## src/rtl/fa2p_pkg.sv

```systemverilog
package fa2p_pkg;
    typedef struct packed {
        logic hi;     // synthesized output level
        logic armed;  // both selects hold valid addresses
    } ctl_t;
endpackage

```

## src/rtl/fa_phase_ctr.sv

```systemverilog
module fa_phase_ctr #(
    parameter int PH_W = 5
) (
    input  logic            clk,
    input  logic            rst_n,
    output logic [PH_W-1:0] ph_o
);
    logic [PH_W-1:0] ph_d, ph_q;

    always_comb begin
        ph_d = ph_q + 1'b1;
    end

    always_ff @(posedge clk) begin
        if (!rst_n) ph_q <= '0;
        else        ph_q <= ph_d;
    end

    assign ph_o = ph_q;
endmodule

```

## src/rtl/fa_rise_path.sv

```systemverilog
module fa_rise_path #(
    parameter int PH_W = 5,
    parameter int FR_W = 5
) (
    input  logic                 clk,
    input  logic                 rst_n,
    input  logic                 step_i,
    input  logic [PH_W+FR_W-1:0] inc_i,
    input  logic                 open_i,
    output logic [PH_W-1:0]      sel_o
);
    localparam int ACC_W = PH_W + FR_W;

    logic [ACC_W-1:0] acc_d, acc_q;

    always_comb begin
        acc_d = acc_q;
        if (step_i) acc_d = acc_q + inc_i;
    end

    always_ff @(posedge clk) begin
        if (!rst_n) acc_q <= '0;
        else        acc_q <= acc_d;
    end

    assign sel_o = acc_q[ACC_W-1:FR_W];

    // the rise select never moves while the rise path stays open
    assert_rise_sel_held_R3: assert property (@(posedge clk) disable iff (!rst_n)
        (open_i && $past(open_i)) |-> $stable(sel_o));
endmodule

```

## src/rtl/fa_fall_path.sv

```systemverilog
module fa_fall_path #(
    parameter int PH_W = 5
) (
    input  logic            clk,
    input  logic            rst_n,
    input  logic            load_i,
    input  logic [PH_W-1:0] base_i,
    input  logic [PH_W-1:0] off_i,
    input  logic            open_i,
    output logic [PH_W-1:0] sel_o
);
    logic [PH_W-1:0] sel_d, sel_q;

    always_comb begin
        sel_d = sel_q;
        if (load_i) sel_d = base_i + off_i;
    end

    always_ff @(posedge clk) begin
        if (!rst_n) sel_q <= '0;
        else        sel_q <= sel_d;
    end

    assign sel_o = sel_q;

    // the fall select never moves while the fall path stays open
    assert_fall_sel_held_R4: assert property (@(posedge clk) disable iff (!rst_n)
        (open_i && $past(open_i)) |-> $stable(sel_o));
endmodule

```

## src/rtl/fa_dual_path_gen.sv

```systemverilog
module fa_dual_path_gen #(
    parameter int PH_W = 5,
    parameter int FR_W = 5
) (
    input  logic                 clk,
    input  logic                 rst_n,
    input  logic [PH_W+FR_W-1:0] inc_word,
    input  logic [PH_W-1:0]      half_off,
    output logic [PH_W-1:0]      sel_a,
    output logic [PH_W-1:0]      sel_b,
    output logic                 en_a,
    output logic                 en_b,
    output logic                 clk_out
);
    import fa2p_pkg::*;

    ctl_t            ctl_d, ctl_q;
    logic [PH_W-1:0] ph;
    logic            rise_ev, fall_ev, load_b;

    fa_phase_ctr #(.PH_W(PH_W)) u_ph (
        .clk   (clk),
        .rst_n (rst_n),
        .ph_o  (ph)
    );

    fa_rise_path #(.PH_W(PH_W), .FR_W(FR_W)) u_rise (
        .clk    (clk),
        .rst_n  (rst_n),
        .step_i (rise_ev),
        .inc_i  (inc_word),
        .open_i (en_a),
        .sel_o  (sel_a)
    );

    fa_fall_path #(.PH_W(PH_W)) u_fall (
        .clk    (clk),
        .rst_n  (rst_n),
        .load_i (load_b),
        .base_i (sel_a),
        .off_i  (half_off),
        .open_i (en_b),
        .sel_o  (sel_b)
    );

    always_comb begin
        rise_ev = ctl_q.armed && !ctl_q.hi && (ph == sel_a);
        fall_ev = ctl_q.hi && (ph == sel_b);
        load_b  = fall_ev || !ctl_q.armed;
        ctl_d   = ctl_q;
        ctl_d.armed = 1'b1;
        if (rise_ev)      ctl_d.hi = 1'b1;
        else if (fall_ev) ctl_d.hi = 1'b0;
    end

    always_ff @(posedge clk) begin
        if (!rst_n) ctl_q <= '0;
        else        ctl_q <= ctl_d;
    end

    assign clk_out = ctl_q.hi;
    assign en_b    = ctl_q.hi;
    assign en_a    = ctl_q.armed && !ctl_q.hi;

    // no edge before both selects are valid
    assert_quiet_until_armed_R2: assert property (@(posedge clk) disable iff (!rst_n)
        !ctl_q.armed |-> !clk_out);

    // a rise lands on the phase the rise select named
    assert_rise_on_select_R5: assert property (@(posedge clk) disable iff (!rst_n)
        $rose(clk_out) |-> (ph == PH_W'($past(sel_a) + 1'b1)));

    // a fall lands on the phase the fall select named
    assert_fall_on_select_R6: assert property (@(posedge clk) disable iff (!rst_n)
        $fell(clk_out) |-> (ph == PH_W'($past(sel_b) + 1'b1)));
endmodule

```

## config.mk

```make
export PLATFORM = sky130hd
export DESIGN_NAME = fa_dual_path_gen
export DESIGN_NICKNAME = d
export VERILOG_FILES = /design/src/rtl/fa2p_pkg.sv /design/src/rtl/fa_phase_ctr.sv /design/src/rtl/fa_rise_path.sv /design/src/rtl/fa_fall_path.sv /design/src/rtl/fa_dual_path_gen.sv
export SDC_FILE = /design/constraint.sdc
export NUM_CORES = 1
export LEC_CHECK = 0
export BUFFER_PORTS_ARGS = -buffer_cell sky130_fd_sc_hd__buf_2
export CORE_UTILIZATION = 55
export CTS_CLUSTER_DIAMETER = 100
export DETAILED_ROUTE_END_ITERATION = 8
export PLACE_DENSITY_LB_ADDON = 0.1
export SLEW_MARGIN = 20
export SYNTH_ARGS = -nofsm -noshare
export SYNTH_HDL_FRONTEND = slang
export SYNTH_SLANG_ARGS = --single-unit
```

## constraint.sdc

```tcl
create_clock -name clk -period 2.9 [get_ports clk]
set_clock_uncertainty 0.15 [all_clocks]
set_input_delay 0.145 -clock clk [delete_from_list [all_inputs] [get_ports clk]]
set_output_delay 0.145 -clock clk [all_outputs]
set_load 0.01 [all_outputs]
```

==> report_table.html, run 1 <==
<table>
<tr><th>Metric</th><th>Value</th></tr>
<tr><th colspan="2">Power and ir drop</th></tr>
<tr><td>Switching part of the total power</td><td>0.366</td></tr>
<tr><td>Relative contribution of the clock network to total power</td><td>0.207</td></tr>
<tr><td>Worst voltage drop across the vdd grid</td><td>0.467 mV</td></tr>
<tr><td>Net switching power of the design</td><td>0.422 mW</td></tr>
<tr><td>Reported leakage power</td><td>0.792 nW</td></tr>
<tr><td>Share of power burned in registers</td><td>0.366</td></tr>
<tr><td>Comb power frac</td><td>0.426</td></tr>
<tr><td>Total power</td><td>1.15 mW</td></tr>
<tr><td>Internal power contribution</td><td>0.731 mW</td></tr>
<tr><td>Cell Pwr Density</td><td>694 nW/um^2</td></tr>
<tr><th colspan="2">Route</th></tr>
<tr><td>Antenna viol nets, final</td><td>0</td></tr>
<tr><td>Routed WL</td><td>2860 um</td></tr>
<tr><td>DRC violation total after the first TritonRoute iteration</td><td>9</td></tr>
<tr><td>Detailed-route via count</td><td>1183</td></tr>
<tr><td>Remaining DRCs</td><td>0</td></tr>
<tr><td>Routed length per instance</td><td>13.2 um</td></tr>
<tr><td>Detailed-router iteration count before antenna repair</td><td>4</td></tr>
<tr><td>Detailed-route vias per instance</td><td>5.45</td></tr>
<tr><th colspan="2">Clocking</th></tr>
<tr><td>Clk_lat worst skew</td><td>0.31 ns</td></tr>
<tr><td>Post-cts resize count</td><td>0</td></tr>
<tr><td>Total number of clock tree sinks</td><td>22</td></tr>
<tr><td>Maximum number of buffers from clock root to sink</td><td>2</td></tr>
<tr><td>CTS Hold Bufs</td><td>0</td></tr>
<tr><td>Number of CTS-inserted buffers</td><td>3</td></tr>
<tr><td>Deepest level of the CTS H-tree</td><td>1</td></tr>
<tr><td>Post-CTS Setup Inserts</td><td>0</td></tr>
<tr><td>Root buffer selected by CTS</td><td>clkbuf_4</td></tr>
<tr><td>TritonCTS clock tree</td><td>done</td></tr>
<tr><td>Clock input transition at the sequential cells of the worst setup and hold paths</td><td>0.14 ns</td></tr>
<tr><th colspan="2">Die</th></tr>
<tr><td>Initial core utilization</td><td>0.597</td></tr>
<tr><td>Width of the die</td><td>54.3 um</td></tr>
<tr><td>Placeable Area</td><td>2520 um^2</td></tr>
<tr><td>Die outline height</td><td>54.3 um</td></tr>
<tr><td>Die Footprint</td><td>2950 um^2</td></tr>
<tr><td>Number of primary I/O pins</td><td>30</td></tr>
<tr><td>Number of rows in the core area</td><td>18</td></tr>
<tr><th colspan="2">Placement</th></tr>
<tr><td>Number of port buffers</td><td>29</td></tr>
<tr><td>Placer Congestion</td><td>0.803</td></tr>
<tr><td>Hpwl dp</td><td>2230 um</td></tr>
<tr><td>Pre-CTS setup slack</td><td>0.841 ns</td></tr>
<tr><th colspan="2">Synth</th></tr>
<tr><td>Xor and xnor area share after synthesis</td><td>0.121</td></tr>
<tr><td>Number of synthesized flops with an enable pin</td><td>0</td></tr>
<tr><td>Post-synthesis instance area</td><td>1510 um^2</td></tr>
<tr><td>Largest family of logic cells by synthesized area</td><td>simple AND/OR/NAND/NOR gates</td></tr>
<tr><td>Simple-gate portion of the synthesized area</td><td>0.194</td></tr>
<tr><td>Multiplexer fraction of the synthesized cell area</td><td>0.0598</td></tr>
<tr><td>Most area-consuming cells after synthesis</td><td>dfxtp_1, ha_1, xnor2_1, nor2b_1, mux2i_1</td></tr>
<tr><td>Adder-cell share of the synthesized area</td><td>0.143</td></tr>
<tr><td>Post-synth top area cell</td><td>dfxtp_1</td></tr>
<tr><td>Mapped Avg Cell Area</td><td>9.13 um^2</td></tr>
<tr><td>Synthesized Nets</td><td>198</td></tr>
<tr><td>Portion of the post-synthesis area used by sequential elements</td><td>0.292</td></tr>
<tr><td>Area share of the largest cell type after synthesis</td><td>0.292</td></tr>
<tr><td>Synthesized-area fraction occupied by ao, oa, aoi and oai cells</td><td>0.126</td></tr>
<tr><td>Post-Synthesis Cells</td><td>165</td></tr>
<tr><td>Total of warnings raised by yosys</td><td>0</td></tr>
<tr><td>Yosys cell types</td><td>35</td></tr>
<tr><td>Share of flip-flops with an asynchronous set or reset</td><td>0</td></tr>
<tr><td>Leading register cell type out of synthesis</td><td>dfxtp_1</td></tr>
<tr><td>Register bit count reported by yosys</td><td>22</td></tr>
<tr><th colspan="2">STA</th></tr>
<tr><td>Final hold violation count</td><td>0</td></tr>
<tr><td>RSZ-0062 raised after global routing</td><td>false</td></tr>
<tr><td>Max transition margin</td><td>0.662</td></tr>
<tr><td>Period utilisation layout</td><td>0.729</td></tr>
<tr><td>Measured slew at the worst slew-check pin</td><td>0.506 ns</td></tr>
<tr><td>Tmin final</td><td>2.11 ns</td></tr>
<tr><td>Setup TNS Final</td><td>0 ns</td></tr>
<tr><td>Post-layout worst setup margin</td><td>0.785 ns</td></tr>
<tr><td>Maximum operating frequency</td><td>0.473 GHz</td></tr>
<tr><td>Final number of setup-violating endpoints</td><td>0</td></tr>
<tr><td>Final Max Slew Viols</td><td>0</td></tr>
<tr><th colspan="2">Outcome</th></tr>
<tr><td>Result of the run</td><td>completed</td></tr>
<tr><th colspan="2">Global route</th></tr>
<tr><td>Remaining Overflow, GRT</td><td>0</td></tr>
<tr><td>Total global-route track usage</td><td>0.226</td></tr>
<tr><td>Pin count of the biggest net entering global routing</td><td>27</td></tr>
<tr><td>Global-route wire length before repair</td><td>4800 um</td></tr>
<tr><td>Vias in the first global route</td><td>1132</td></tr>
<tr><td>Initial antenna violation count</td><td>0</td></tr>
<tr><th colspan="2">Setup path</th></tr>
<tr><td>Worst setup path startpoint</td><td>u_rise.acc_q[0]</td></tr>
<tr><td>Worst path max stage delay</td><td>0.37 ns</td></tr>
<tr><td>Arrival time reported for the critical path endpoint</td><td>2.19 ns</td></tr>
<tr><td>Required time of the critical path</td><td>2.97 ns</td></tr>
<tr><td>Slowest cell on crit path</td><td>dfxtp_1</td></tr>
<tr><td>Critical Path Source Type</td><td>flop</td></tr>
<tr><td>Maximum fanout along the worst path</td><td>3</td></tr>
<tr><td>Reg2Reg Setup Slack</td><td>0.79 ns</td></tr>
<tr><td>Worst setup path category</td><td>reg -&gt; reg</td></tr>
<tr><td>Cells along the critical path</td><td>ha_1, inv_1, fa_1, nor2b_1, nor3_1, o31ai_1, a21oi_1, o311ai_1</td></tr>
<tr><td>Largest delay share family, worst path</td><td>compound AO/OA/AOI/OAI gates</td></tr>
<tr><td>CP endpoint kind</td><td>flop</td></tr>
<tr><td>Number of buffers and inverters on the critical path</td><td>1</td></tr>
<tr><td>Worst reg2reg path startpoint</td><td>u_rise.acc_q[0]</td></tr>
<tr><th colspan="2">Hold path</th></tr>
<tr><td>Min-delay worst type</td><td>in -&gt; reg</td></tr>
<tr><td>Worst min-delay path startpoint</td><td>rst_n</td></tr>
<tr><th colspan="2">Finish</th></tr>
<tr><td>Post-synthesis to final-layout area growth</td><td>10.3%</td></tr>
<tr><td>Most frequent cells in the layout</td><td>buf_2, dfxtp_1, nor2b_1</td></tr>
<tr><td>Share of post-route cells with drive strength above 1</td><td>0.198</td></tr>
<tr><td>Commonest non-fill, non-tap cell in the layout</td><td>buf_2</td></tr>
<tr><td>Net count of the finished layout</td><td>221</td></tr>
<tr><td># diodes</td><td>0</td></tr>
<tr><th colspan="2">Run</th></tr>
<tr><td>Max-cap viol count</td><td>0</td></tr>
</table>
## power groups by stage
stage	Sequential, mW	Combinational, mW	Clock [mW]
after CTS	0.423	0.497	0.243
after global routing	0.434	0.564	0.255
after global placement	0.427	0.476	0
final	0.422	0.492	0.239
after detailed placement	0.431	0.494	0
after floorplan	0.422	0.407	0
## registers in the layout, indices dropped and copies added, names as in the netlist
signal,flops
clk_out,1
ctl_q,1
u_fall.sel_o,5
u_ph.ph_o,5
u_rise.acc_q,10
## area by class of cell
| cell class | count | area, um^2 |
|---|---|---|
| sequential | 22 | 440 |
| clock inverter | 1 | 30.0 |
| inverter | 4 | 15.0 |
| timing repair buffer | 29 | 145 |
| tap | 30 | 37.5 |
| multi-input combinational | 128 | 971 |
| fill | 225 | 861 |
| clock buffer | 3 | 22.5 |
## worst register-to-register path: stages (launching register included)
cell	delay, ns
dfxtp_1	0.37
ha_1	0.18
inv_1	0.06
fa_1	0.37
nor2b_1	0.19
nor3_1	0.11
o31ai_1	0.24
a21oi_1	0.12
o311ai_1	0.25
## stage by stage
step	cells	cell area [um^2]	utilization	hold WS, ns
floorplan	165	1510	-	0.0227
global placement	213	1610	0.638	0.351
detailed placement	213	1610	0.638	0.357
CTS	217	1660	0.659	0.00494
global route	217	1660	0.659	0.0239
finish	217	1660	0.659	0.00699
## cells by family (layout without fill, tap and decap cells)
| kind of cell | count (synthesis) | after routing |
|---|---|---|
| AOI/OAI and AO/OA | 30 | 30 |
| xor gates and xnor gates | 20 | 20 |
| adders and majority gates | 16 | 16 |
| buffers and inverters | 15 | 37 |
| DFF | 22 | 22 |
| muxes | 9 | 9 |
| and+or+nand+nor | 53 | 53 |
## metal layers
metal | GRT usage | wire [um]
met1 | 0.280 | 1280
met2 | 0.396 | 1470
met3 | 0.0306 | 80
met4 | 0.0769 | 28
met5 | 0 | 0
## worst paths after layout
check,cells past startpoint,end
worst max-delay path,8,u_rise.acc_q[8]
worst min-delay path,1,ctl_q[0]
worst max register to register,8,u_rise.acc_q[8]
worst min register to register,2,u_rise.acc_q[4]
## synth_stat cells, types with 2 or more instances
master,n
dfxtp_1,22
nor2b_1,15
ha_1,14
a21oi_1,13
xnor2_1,11
nand2_1,10
mux2i_1,9
xor2_1,8
buf_4,6
nor3_1,6
a21o_1,5
nand3_1,5
and2_1,4
inv_1,4
o21a_1,4
nand4_1,3
nor2_1,3
buf_6,2
clkbuf_1,2
fa_1,2
nand2b_1,2
o21ai_0,2
No activity file was read; power rests on OpenSTA's default activity.
==> inputs of run 2 (changes only) <==
--- a/config.mk
+++ b/config.mk
@@ -6,7 +6,7 @@
 export NUM_CORES = 1
 export LEC_CHECK = 0
 export BUFFER_PORTS_ARGS = -buffer_cell sky130_fd_sc_hd__buf_2
-export CORE_UTILIZATION = 55
+export CORE_UTILIZATION = 49
 export CTS_CLUSTER_DIAMETER = 100
 export DETAILED_ROUTE_END_ITERATION = 8
 export PLACE_DENSITY_LB_ADDON = 0.1
==> constraint.sdc (replaced) <==
create_clock -name clk -period 1.9 [get_ports clk]
set_clock_uncertainty 0.15 [all_clocks]
set_input_delay 0.095 -clock clk [delete_from_list [all_inputs] [get_ports clk]]
set_output_delay 0.095 -clock clk [all_outputs]
set_load 0.01 [all_outputs]
==> run 2 against run 1 <==
  * The flow now finishes with violations (DRC)
  * Worst hold slack improved by 0.0092 ns
  * Cell count increased by 6.9%
  * Flip-flop and latch count unchanged
  * Via count increased by 3.5%
  * Routed wire length increased by 2.0%
  * First-iteration DRC count increased by 140%
  * Sequential power increased by 52%
  * Maximum frequency increased by 12%
  * Count of clock-buffer cells in the layout increased by 1
  * Utilization decreased by 1.7 points
  * Critical path depth decreased by 1
  * Non-clock buffer count increased by 14
  * Critical path type unchanged
  * Critical endpoint is now u_rise.acc_q[9]
==> report_table.html, run 2 (synthesis gave the netlist of run 1 again) <==
<table>
<tr><th>Metric</th><th>Value</th></tr>
<tr><th colspan="2">Outcome</th></tr>
<tr><td>Result of the run</td><td>finished, violations left (was completed)</td></tr>
<tr><td>Violated checks</td><td>DRC</td></tr>
<tr><th colspan="2">Setup path</th></tr>
<tr><td>Reg2Reg Setup Slack</td><td>0.01 ns (was 0.79 ns)</td></tr>
<tr><td>CP endpoint kind</td><td>flop (unchanged)</td></tr>
<tr><td>Required time of the critical path</td><td>2.00 ns (was 2.97 ns)</td></tr>
<tr><td>Cells along the critical path</td><td>ha_1, a21oi_1, nand4b_1, a21oi_1, nor3_1, nor3_2, mux2i_1 (was ha_1, inv_1, fa_1, nor2b_1, nor3_1, o31ai_1, a21oi_1, o311ai_1)</td></tr>
<tr><td>Cell mode on critical path</td><td>a21oi_1</td></tr>
<tr><td>Worst setup path category</td><td>reg -&gt; reg (unchanged)</td></tr>
<tr><td>Arrival time reported for the critical path endpoint</td><td>1.99 ns (was 2.19 ns)</td></tr>
<tr><td>Worst path max stage delay</td><td>0.35 ns (was 0.37 ns)</td></tr>
<tr><td>Slowest cell on crit path</td><td>dfxtp_1 (unchanged)</td></tr>
<tr><td>Critical Path Source Type</td><td>flop (unchanged)</td></tr>
<tr><td>Maximum fanout along the worst path</td><td>3 (unchanged)</td></tr>
<tr><th colspan="2">Power and ir drop</th></tr>
<tr><td>Relative contribution of the clock network to total power</td><td>0.149 (was 0.207)</td></tr>
<tr><td>Worst voltage drop across the vdd grid</td><td>0.482 mV (was 0.467 mV)</td></tr>
<tr><td>Internal power contribution</td><td>1.11 mW (was 0.731 mW)</td></tr>
<tr><td>Share of power burned in registers</td><td>0.360 (was 0.366)</td></tr>
<tr><td>Total power</td><td>1.78 mW (was 1.15 mW)</td></tr>
<tr><td>Comb power frac</td><td>0.491 (was 0.426)</td></tr>
<tr><td>Cell Pwr Density</td><td>980 nW/um^2 (was 694 nW/um^2)</td></tr>
<tr><td>Net switching power of the design</td><td>0.670 mW (was 0.422 mW)</td></tr>
<tr><td>Reported leakage power</td><td>0.867 nW (was 0.792 nW)</td></tr>
<tr><td>Switching part of the total power</td><td>0.377 (was 0.366)</td></tr>
<tr><th colspan="2">Finish</th></tr>
<tr><td>Top reg by flops</td><td>u_rise.acc_q (unchanged)</td></tr>
<tr><td>Number of filler cells placed in the layout</td><td>257 (was 225)</td></tr>
<tr><td>Largest register FFs</td><td>10 (unchanged)</td></tr>
<tr><td>Sequential cell area</td><td>445 um^2 (was 440 um^2)</td></tr>
<tr><td>Net count of the finished layout</td><td>235 (was 221)</td></tr>
<tr><td>Share of post-route cells with drive strength above 1</td><td>0.313 (was 0.198)</td></tr>
<tr><td>Commonest non-fill, non-tap cell in the layout</td><td>buf_2 (unchanged)</td></tr>
<tr><td># diodes</td><td>0 (unchanged)</td></tr>
<tr><td>Most frequent cells in the layout</td><td>buf_2, dfxtp_1, nor2b_1 (unchanged)</td></tr>
<tr><td>Area used by multi-input combinational logic</td><td>1030 um^2 (was 971 um^2)</td></tr>
<tr><td>Post-synthesis to final-layout area growth</td><td>20.4% (was 10.3%)</td></tr>
<tr><th colspan="2">Clocking</th></tr>
<tr><td>TritonCTS clock tree</td><td>done (unchanged)</td></tr>
<tr><td>Root buffer selected by CTS</td><td>clkbuf_4 (unchanged)</td></tr>
<tr><td>Maximum number of buffers from clock root to sink</td><td>2 (unchanged)</td></tr>
<tr><td>Deepest level of the CTS H-tree</td><td>1 (unchanged)</td></tr>
<tr><td>Post-CTS Setup Inserts</td><td>0 (unchanged)</td></tr>
<tr><td>Number of CTS-inserted buffers</td><td>3 (unchanged)</td></tr>
<tr><td>Total number of clock tree sinks</td><td>22 (unchanged)</td></tr>
<tr><td>Clk_lat worst skew</td><td>0.31 ns (about the same)</td></tr>
<tr><td>Clock input transition at the sequential cells of the worst setup and hold paths</td><td>0.13 ns (was 0.14 ns)</td></tr>
<tr><th colspan="2">STA</th></tr>
<tr><td>Max transition margin</td><td>0.732 (was 0.662)</td></tr>
<tr><td>Final hold violation count</td><td>0 (unchanged)</td></tr>
<tr><td>Maximum operating frequency</td><td>0.529 GHz (was 0.473 GHz)</td></tr>
<tr><td>Period utilisation layout</td><td>0.994 (was 0.729)</td></tr>
<tr><td>Post-layout worst setup margin</td><td>0.0113 ns (was 0.785 ns)</td></tr>
<tr><td>Final number of setup-violating endpoints</td><td>0 (unchanged)</td></tr>
<tr><td>Final Max Slew Viols</td><td>0 (unchanged)</td></tr>
<tr><td>Measured slew at the worst slew-check pin</td><td>0.401 ns (was 0.506 ns)</td></tr>
<tr><td>RSZ-0062 raised after global routing</td><td>true (was false)</td></tr>
<tr><td>Tmin final</td><td>1.89 ns (was 2.11 ns)</td></tr>
<tr><th colspan="2">Die</th></tr>
<tr><td>Placeable Area</td><td>2830 um^2 (was 2520 um^2)</td></tr>
<tr><td>Number of rows in the core area</td><td>19 (was 18)</td></tr>
<tr><td>Number of primary I/O pins</td><td>30 (unchanged)</td></tr>
<tr><td>Initial core utilization</td><td>0.533 (was 0.597)</td></tr>
<tr><td>Die Footprint</td><td>3300 um^2 (was 2950 um^2)</td></tr>
<tr><td>Die outline height</td><td>57.4 um (was 54.3 um)</td></tr>
<tr><td>Width of the die</td><td>57.4 um (was 54.3 um)</td></tr>
<tr><th colspan="2">Route</th></tr>
<tr><td>Detailed-router iteration count before antenna repair</td><td>6 (was 4)</td></tr>
<tr><td>Detailed-route vias per instance</td><td>5.28 (was 5.45)</td></tr>
<tr><td>DRC violation total after the first TritonRoute iteration</td><td>22 (was 9)</td></tr>
<tr><td>Routed length per instance</td><td>12.6 um (was 13.2 um)</td></tr>
<tr><td>Antenna viol nets, final</td><td>0 (unchanged)</td></tr>
<tr><td>Detailed-route via count</td><td>1224 (was 1183)</td></tr>
<tr><td>Remaining DRCs</td><td>3 (was 0)</td></tr>
<tr><td>Routed WL</td><td>2910 um (was 2860 um)</td></tr>
<tr><th colspan="2">Global route</th></tr>
<tr><td>Pin count of the biggest net entering global routing</td><td>27 (unchanged)</td></tr>
<tr><td>Initial antenna violation count</td><td>0 (unchanged)</td></tr>
<tr><td>Remaining Overflow, GRT</td><td>0 (unchanged)</td></tr>
<tr><td>Global-route wire length before repair</td><td>4770 um (was 4800 um)</td></tr>
<tr><td>Vias in the first global route</td><td>1128 (was 1132)</td></tr>
<tr><td>Total global-route track usage</td><td>0.190 (was 0.226)</td></tr>
<tr><th colspan="2">Placement</th></tr>
<tr><td>Placer Congestion</td><td>0.836 (was 0.803)</td></tr>
<tr><td>Pre-CTS setup slack</td><td>-0.120 ns (was 0.841 ns)</td></tr>
<tr><td>Hpwl dp</td><td>2260 um (was 2230 um)</td></tr>
<tr><td>Number of port buffers</td><td>29 (unchanged)</td></tr>
<tr><th colspan="2">Run</th></tr>
<tr><td>Max-cap viol count</td><td>0 (unchanged)</td></tr>
<tr><th colspan="2">Hold path</th></tr>
<tr><td>Min-delay worst type</td><td>in -&gt; reg (unchanged)</td></tr>
</table>
## run 2: changes by cell type in the layout (fill, tap and decap cells not counted), moves of 2 or more
cell,change
a21oi_2,+3
buf_4,+13
fa_1,-2
dfxtp_1,-2
fa_2,+2
ha_1,-2
a21oi_1,-3
## run 2: power groups by stage
stage	Sequential (mW)	Clock [mW]	Combinational, mW
2_1_floorplan	0.644	0	0.626
3_3_place_gp	0.643	0	0.821
3_5_place_dp	0.647	0	0.831
4_1_cts	0.641	0.276	0.847
5_1_grt	0.652	0.287	0.970
6_report	0.640	0.265	0.872
## run 2: path summary, 6_finish.rpt
| check | start | to | depth (start not counted) |
|---|---|---|---|
| max | u_rise.acc_q[1] | u_rise.acc_q[9] | 7 |
| min | inc_word[9] | u_rise.acc_q[9] | 4 |
| max reg2reg | u_rise.acc_q[1] | u_rise.acc_q[9] | 7 |
| min reg2reg | u_rise.acc_q[5] | u_rise.acc_q[5] | 2 |
## run 2: routing by layer
metal / part of all wire / global-route usage / up-vias / routed length, um
met3: 0.043 / 0.0476 / 4 / 126
met2: 0.47 / 0.326 / 24 / 1380
li1: - / - / 637 / -
met1: 0.47 / 0.232 / 559 / 1380
met4: 0.011 / 0.0627 / 0 / 31
met5: 0 / 0 / - / 0
## run 2: metrics by stage
step | hold WS (ns) | instance area (um^2) | util | setup TNS (ns) | instances
final | 0.0162 | 1810 | 0.641 | 0 | 232
after detailed placement | 0.311 | 1720 | 0.606 | -0.150 | 227
after global placement | 0.313 | 1720 | 0.606 | -0.0559 | 227
after CTS | 0.000207 | 1790 | 0.631 | -0.0120 | 232
after floorplan | -0.0273 | 1510 | - | 0 | 165
after global routing | 0.0467 | 1810 | 0.641 | -0.288 | 232
## run 2: layout make-up
type / count / area share
sequential: 22 / 0.246
clock buffer: 4 / 0.0200
multi-input combinational: 128 / 0.566
tap: 31 / 0.0214
timing repair buffer: 43 / 0.139
inverter: 4 / 0.00828
## run 2: timing repair
| action | in CTS | in global routing |
|---|---|---|
| setup endpoints to repair | 3 | 5 |
| hold endpoints to repair | 1 | 0 |
| hold buffers | 1 | 0 |
| resized for setup | 7 | 9 |
| pin swaps | 3 | 6 |
## run 2: worst max-delay path, delay by kind of cell, from the launching register on
| family | cells | cell delay, ns |
|---|---|---|
| simple gates | 3 | 0.51 |
| mux | 1 | 0.19 |
| flops | 1 | 0.35 |
| compound gates | 2 | 0.36 |
| fa+ha+maj | 1 | 0.27 |
==> inputs of run 3 (changes only) <==
--- a/config.mk
+++ b/config.mk
@@ -5,8 +5,9 @@
 export SDC_FILE = /design/constraint.sdc
 export NUM_CORES = 1
 export LEC_CHECK = 0
+export ABC_AREA = 1
 export BUFFER_PORTS_ARGS = -buffer_cell sky130_fd_sc_hd__buf_2
-export CORE_UTILIZATION = 49
+export CORE_UTILIZATION = 50
 export CTS_CLUSTER_DIAMETER = 100
 export DETAILED_ROUTE_END_ITERATION = 8
 export PLACE_DENSITY_LB_ADDON = 0.1
==> run 3 against run 2 <==
  * The run now ends clean
  * Maximum frequency grew 7.1%
  * Register-to-register slack gained 0.13 ns
  * Synthesized cell count grew 48%
  * Cell count grew 38%
  * Utilization shrank 3.1 points
  * Routed wire length grew 24%
  * Largest power group unchanged
==> report_table.html, run 3 <==
<table>
<tr><th>Metric</th><th>Value</th></tr>
<tr><th colspan="2">Outcome</th></tr>
<tr><td>Result of the run</td><td>completed (was finished, violations left)</td></tr>
<tr><th colspan="2">Placement</th></tr>
<tr><td>Placer Congestion</td><td>0.844 (was 0.836)</td></tr>
<tr><td>Number of port buffers</td><td>29 (unchanged)</td></tr>
<tr><td>Hpwl dp</td><td>2860 um (was 2260 um)</td></tr>
<tr><td>Standard cell area after detailed placement</td><td>1790 um^2 (was 1720 um^2)</td></tr>
<tr><th colspan="2">Synth</th></tr>
<tr><td>Yosys cell types</td><td>24 (was 35)</td></tr>
<tr><td>Leading register cell type out of synthesis</td><td>dfxtp_1 (unchanged)</td></tr>
<tr><td>Share of flip-flops with an asynchronous set or reset</td><td>0 (unchanged)</td></tr>
<tr><td>Area share of the largest cell type after synthesis</td><td>0.273 (was 0.292)</td></tr>
<tr><td>Most used standard cells in the synthesized netlist</td><td>nand2_1, inv_1, nor2_1 (was dfxtp_1, nor2b_1, ha_1)</td></tr>
<tr><td>Post-Synthesis Cells</td><td>245 (was 165)</td></tr>
<tr><td>Post-synth top area cell</td><td>dfxtp_1 (unchanged)</td></tr>
<tr><td>Post-synthesis instance area</td><td>1620 um^2 (was 1510 um^2)</td></tr>
<tr><td>Total of warnings raised by yosys</td><td>0 (unchanged)</td></tr>
<tr><td>Mapped Avg Cell Area</td><td>6.59 um^2 (was 9.13 um^2)</td></tr>
<tr><td>Synthesized-area fraction occupied by ao, oa, aoi and oai cells</td><td>0.0976 (was 0.126)</td></tr>
<tr><td>Xor and xnor area share after synthesis</td><td>0.0542 (was 0.121)</td></tr>
<tr><td>Adder-cell share of the synthesized area</td><td>0.133 (was 0.143)</td></tr>
<tr><td>Simple-gate portion of the synthesized area</td><td>0.322 (was 0.194)</td></tr>
<tr><td>Multiplexer fraction of the synthesized cell area</td><td>0 (was 0.0598)</td></tr>
<tr><td>Register bit count reported by yosys</td><td>22 (unchanged)</td></tr>
<tr><td>Most area-consuming cells after synthesis</td><td>dfxtp_1, nand2_1, ha_1, inv_1, nor2_1 (was dfxtp_1, ha_1, xnor2_1, nor2b_1, mux2i_1)</td></tr>
<tr><td>Most frequent cell after synthesis</td><td>nand2_1 (was dfxtp_1)</td></tr>
<tr><td>Synthesized Nets</td><td>278 (was 198)</td></tr>
<tr><td>Number of synthesized flops with an enable pin</td><td>0 (unchanged)</td></tr>
<tr><td>Portion of the post-synthesis area used by sequential elements</td><td>0.273 (was 0.292)</td></tr>
<tr><td>Largest family of logic cells by synthesized area</td><td>simple AND/OR/NAND/NOR gates (unchanged)</td></tr>
<tr><th colspan="2">Setup path</th></tr>
<tr><td>Required time of the critical path</td><td>1.98 ns (was 2.00 ns)</td></tr>
<tr><td>Reg2Reg Setup Slack</td><td>0.14 ns (was 0.01 ns)</td></tr>
<tr><td>CP endpoint kind</td><td>flop (unchanged)</td></tr>
<tr><td>Worst setup path category</td><td>reg -&gt; reg (unchanged)</td></tr>
<tr><td>Maximum fanout along the worst path</td><td>5 (was 3)</td></tr>
<tr><td>Arrival time reported for the critical path endpoint</td><td>1.84 ns (was 1.99 ns)</td></tr>
<tr><td>Critical Path Source Type</td><td>flop (unchanged)</td></tr>
<tr><th colspan="2">Power and ir drop</th></tr>
<tr><td>Total power</td><td>2.02 mW (was 1.78 mW)</td></tr>
<tr><td>Reported leakage power</td><td>1.00 nW (was 0.867 nW)</td></tr>
<tr><td>Cell Pwr Density</td><td>1090 nW/um^2 (was 980 nW/um^2)</td></tr>
<tr><td>Worst voltage drop across the vdd grid</td><td>0.553 mV (was 0.482 mV)</td></tr>
<tr><th colspan="2">Global route</th></tr>
<tr><td>Vias in the first global route</td><td>1396 (was 1128)</td></tr>
<tr><td>Global-route wire length before repair</td><td>5990 um (was 4770 um)</td></tr>
<tr><td>Total global-route track usage</td><td>0.226 (was 0.190)</td></tr>
<tr><td>Initial antenna violation count</td><td>0 (unchanged)</td></tr>
<tr><td>Pin count of the biggest net entering global routing</td><td>16 (was 27)</td></tr>
<tr><td>Remaining Overflow, GRT</td><td>0 (unchanged)</td></tr>
<tr><th colspan="2">Clocking</th></tr>
<tr><td>Maximum number of buffers from clock root to sink</td><td>2 (unchanged)</td></tr>
<tr><td>Post-CTS Setup Inserts</td><td>0 (unchanged)</td></tr>
<tr><td>Number of CTS-inserted buffers</td><td>3 (unchanged)</td></tr>
<tr><td>Root buffer selected by CTS</td><td>clkbuf_4 (unchanged)</td></tr>
<tr><td>Deepest level of the CTS H-tree</td><td>1 (unchanged)</td></tr>
<tr><td>Clock input transition at the sequential cells of the worst setup and hold paths</td><td>0.14 ns (was 0.13 ns)</td></tr>
<tr><td>Total number of clock tree sinks</td><td>22 (unchanged)</td></tr>
<tr><td>Clk_lat worst skew</td><td>0.31 ns (about the same)</td></tr>
<tr><td>TritonCTS clock tree</td><td>done (unchanged)</td></tr>
<tr><th colspan="2">Route</th></tr>
<tr><td>Detailed-route via count</td><td>1578 (was 1224)</td></tr>
<tr><td>DRC violation total after the first TritonRoute iteration</td><td>66 (was 22)</td></tr>
<tr><td>Routed length per instance</td><td>11.3 um (was 12.6 um)</td></tr>
<tr><td>Detailed-router iteration count before antenna repair</td><td>4 (was 6)</td></tr>
<tr><td>Antenna viol nets, final</td><td>0 (unchanged)</td></tr>
<tr><td>Routed WL</td><td>3620 um (was 2910 um)</td></tr>
<tr><td>Remaining DRCs</td><td>0 (was 3)</td></tr>
<tr><td>Detailed-route vias per instance</td><td>4.93 (was 5.28)</td></tr>
<tr><th colspan="2">Finish</th></tr>
<tr><td>Post-synthesis to final-layout area growth</td><td>15.3% (was 20.4%)</td></tr>
<tr><td>Net count of the finished layout</td><td>310 (was 235)</td></tr>
<tr><td>Largest register FFs</td><td>10 (unchanged)</td></tr>
<tr><td>Commonest non-fill, non-tap cell in the layout</td><td>nand2_1 (was buf_2)</td></tr>
<tr><td>Top reg by flops</td><td>u_rise.acc_q (unchanged)</td></tr>
<tr><td># diodes</td><td>0 (unchanged)</td></tr>
<tr><td>Layout Cell Area excl Fill</td><td>1860 um^2 (was 1810 um^2)</td></tr>
<tr><td>Share of post-route cells with drive strength above 1</td><td>0.163 (was 0.313)</td></tr>
<tr><td>Most frequent cells in the layout</td><td>nand2_1, inv_1, nor2_1, buf_2, dfxtp_1 (was buf_2, dfxtp_1, nor2b_1)</td></tr>
<tr><td>Number of filler cells placed in the layout</td><td>300 (was 257)</td></tr>
<tr><th colspan="2">Die</th></tr>
<tr><td>Number of primary I/O pins</td><td>30 (unchanged)</td></tr>
<tr><td>Placeable Area</td><td>3050 um^2 (was 2830 um^2)</td></tr>
<tr><td>Width of the die</td><td>58.8 um (was 57.4 um)</td></tr>
<tr><td>Die Footprint</td><td>3460 um^2 (was 3300 um^2)</td></tr>
<tr><td>Initial core utilization</td><td>0.529 (was 0.533)</td></tr>
<tr><td>Number of rows in the core area</td><td>20 (was 19)</td></tr>
<tr><td>Die outline height</td><td>58.8 um (was 57.4 um)</td></tr>
<tr><th colspan="2">STA</th></tr>
<tr><td>Worst hold margin</td><td>0.0148 ns (was 0.0162 ns)</td></tr>
<tr><td>Final Max Slew Viols</td><td>0 (unchanged)</td></tr>
<tr><td>Maximum operating frequency</td><td>0.567 GHz (was 0.529 GHz)</td></tr>
<tr><td>Period utilisation layout</td><td>0.928 (was 0.994)</td></tr>
<tr><td>RSZ-0062 raised after global routing</td><td>false (was true)</td></tr>
<tr><td>Final number of setup-violating endpoints</td><td>0 (unchanged)</td></tr>
<tr><td>Final hold violation count</td><td>0 (unchanged)</td></tr>
<tr><td>Measured slew at the worst slew-check pin</td><td>0.350 ns (was 0.401 ns)</td></tr>
<tr><td>Tmin final</td><td>1.76 ns (was 1.89 ns)</td></tr>
<tr><td>Max transition margin</td><td>0.767 (was 0.732)</td></tr>
<tr><td>Setup TNS Final</td><td>0 ns (unchanged)</td></tr>
<tr><th colspan="2">Hold path</th></tr>
<tr><td>Min-delay worst type</td><td>in -&gt; reg (unchanged)</td></tr>
<tr><th colspan="2">Run</th></tr>
<tr><td>Max-cap viol count</td><td>0 (unchanged)</td></tr>
</table>
[run 3: cell count changes in the layout (fill, tap and decap cells not counted), sizes merged, moves of 8 or more]
cell / change
o21ai: +9
nor2: +28
nor2b: -15
nand2: +58
nand3: +15
inv: +30
buf: -8
mux2i: -9
[run 3: cell families (layout without fill, tap and decap cells)]
family / Yosys count / count (layout)
simple gates: 123 / 123
buf+inv: 43 / 74
compound gates: 31 / 31
flops: 22 / 22
fa+ha+maj: 16 / 16
xor+xnor: 10 / 10
[run 3: area by class of cell]
cell class / instances / area (um^2) / area share
Clock buffer: 3 / 22.5 / 0.0121
Clock inverter: 1 / 30.0 / 0.0161
Inverter: 34 / 128 / 0.0685
Multi-Input combinational cell: 180 / 983 / 0.528
Sequential cell: 22 / 440 / 0.237
Tap cell: 44 / 55.1 / 0.0296
Timing Repair Buffer: 36 / 203 / 0.109
[run 3: path summary, 6_finish.rpt]
check	start	depth (start not counted)	endpoint
setup / recovery	u_rise.acc_q[7]	9	u_rise.acc_q[9]
hold / removal	inc_word[0]	4	u_rise.acc_q[0]
setup reg to reg	u_rise.acc_q[7]	9	u_rise.acc_q[9]
hold reg to reg	u_rise.acc_q[3]	2	u_rise.acc_q[3]
[run 3: critical path: stages (launching register included)]
cell	delay (ns)
dfxtp_1	0.47
ha_1	0.33
nand2_1	0.11
inv_1	0.04
a21oi_1	0.24
nand3_1	0.11
nand2_1	0.06
nand3_1	0.06
nand2_1	0.07
inv_1	0.04
[run 3: per-stage QoR]
step | worst slack, ns | utilization | std cells
2_1_floorplan | 0.0796 | - | 245
3_3_place_gp | 0.122 | 0.585 | 314
3_5_place_dp | 0.0628 | 0.585 | 314
4_1_cts | 0.0382 | 0.609 | 320
5_1_grt | 0.0160 | 0.610 | 320
6_report | 0.137 | 0.610 | 320
[run 3: per-layer routing]
metal,part of all wire,up-vias,global-route usage
li1,-,837,-
met1,0.50,695,0.311
met2,0.45,42,0.372
met3,0.039,4,0.0286
met4,0.0080,0,0.0578
met5,0,-,0
[run 3: power breakdown]
part | internal (mW) | leakage, nW | switching [mW] | total [mW]
combinational | 0.409 | 0.791 | 0.585 | 0.994
sequential | 0.554 | 0.181 | 0.103 | 0.657
clock | 0.213 | 0.0279 | 0.156 | 0.370
total | 1.18 | 1.00 | 0.844 | 2.02
[run 3: timing repair]
| item | in CTS | in global routing |
|---|---|---|
| setup endpoints to repair | 0 | 3 |
| hold buffers | 2 | 0 |
| resized for setup | 0 | 2 |
| hold endpoints to repair | 11 | 0 |
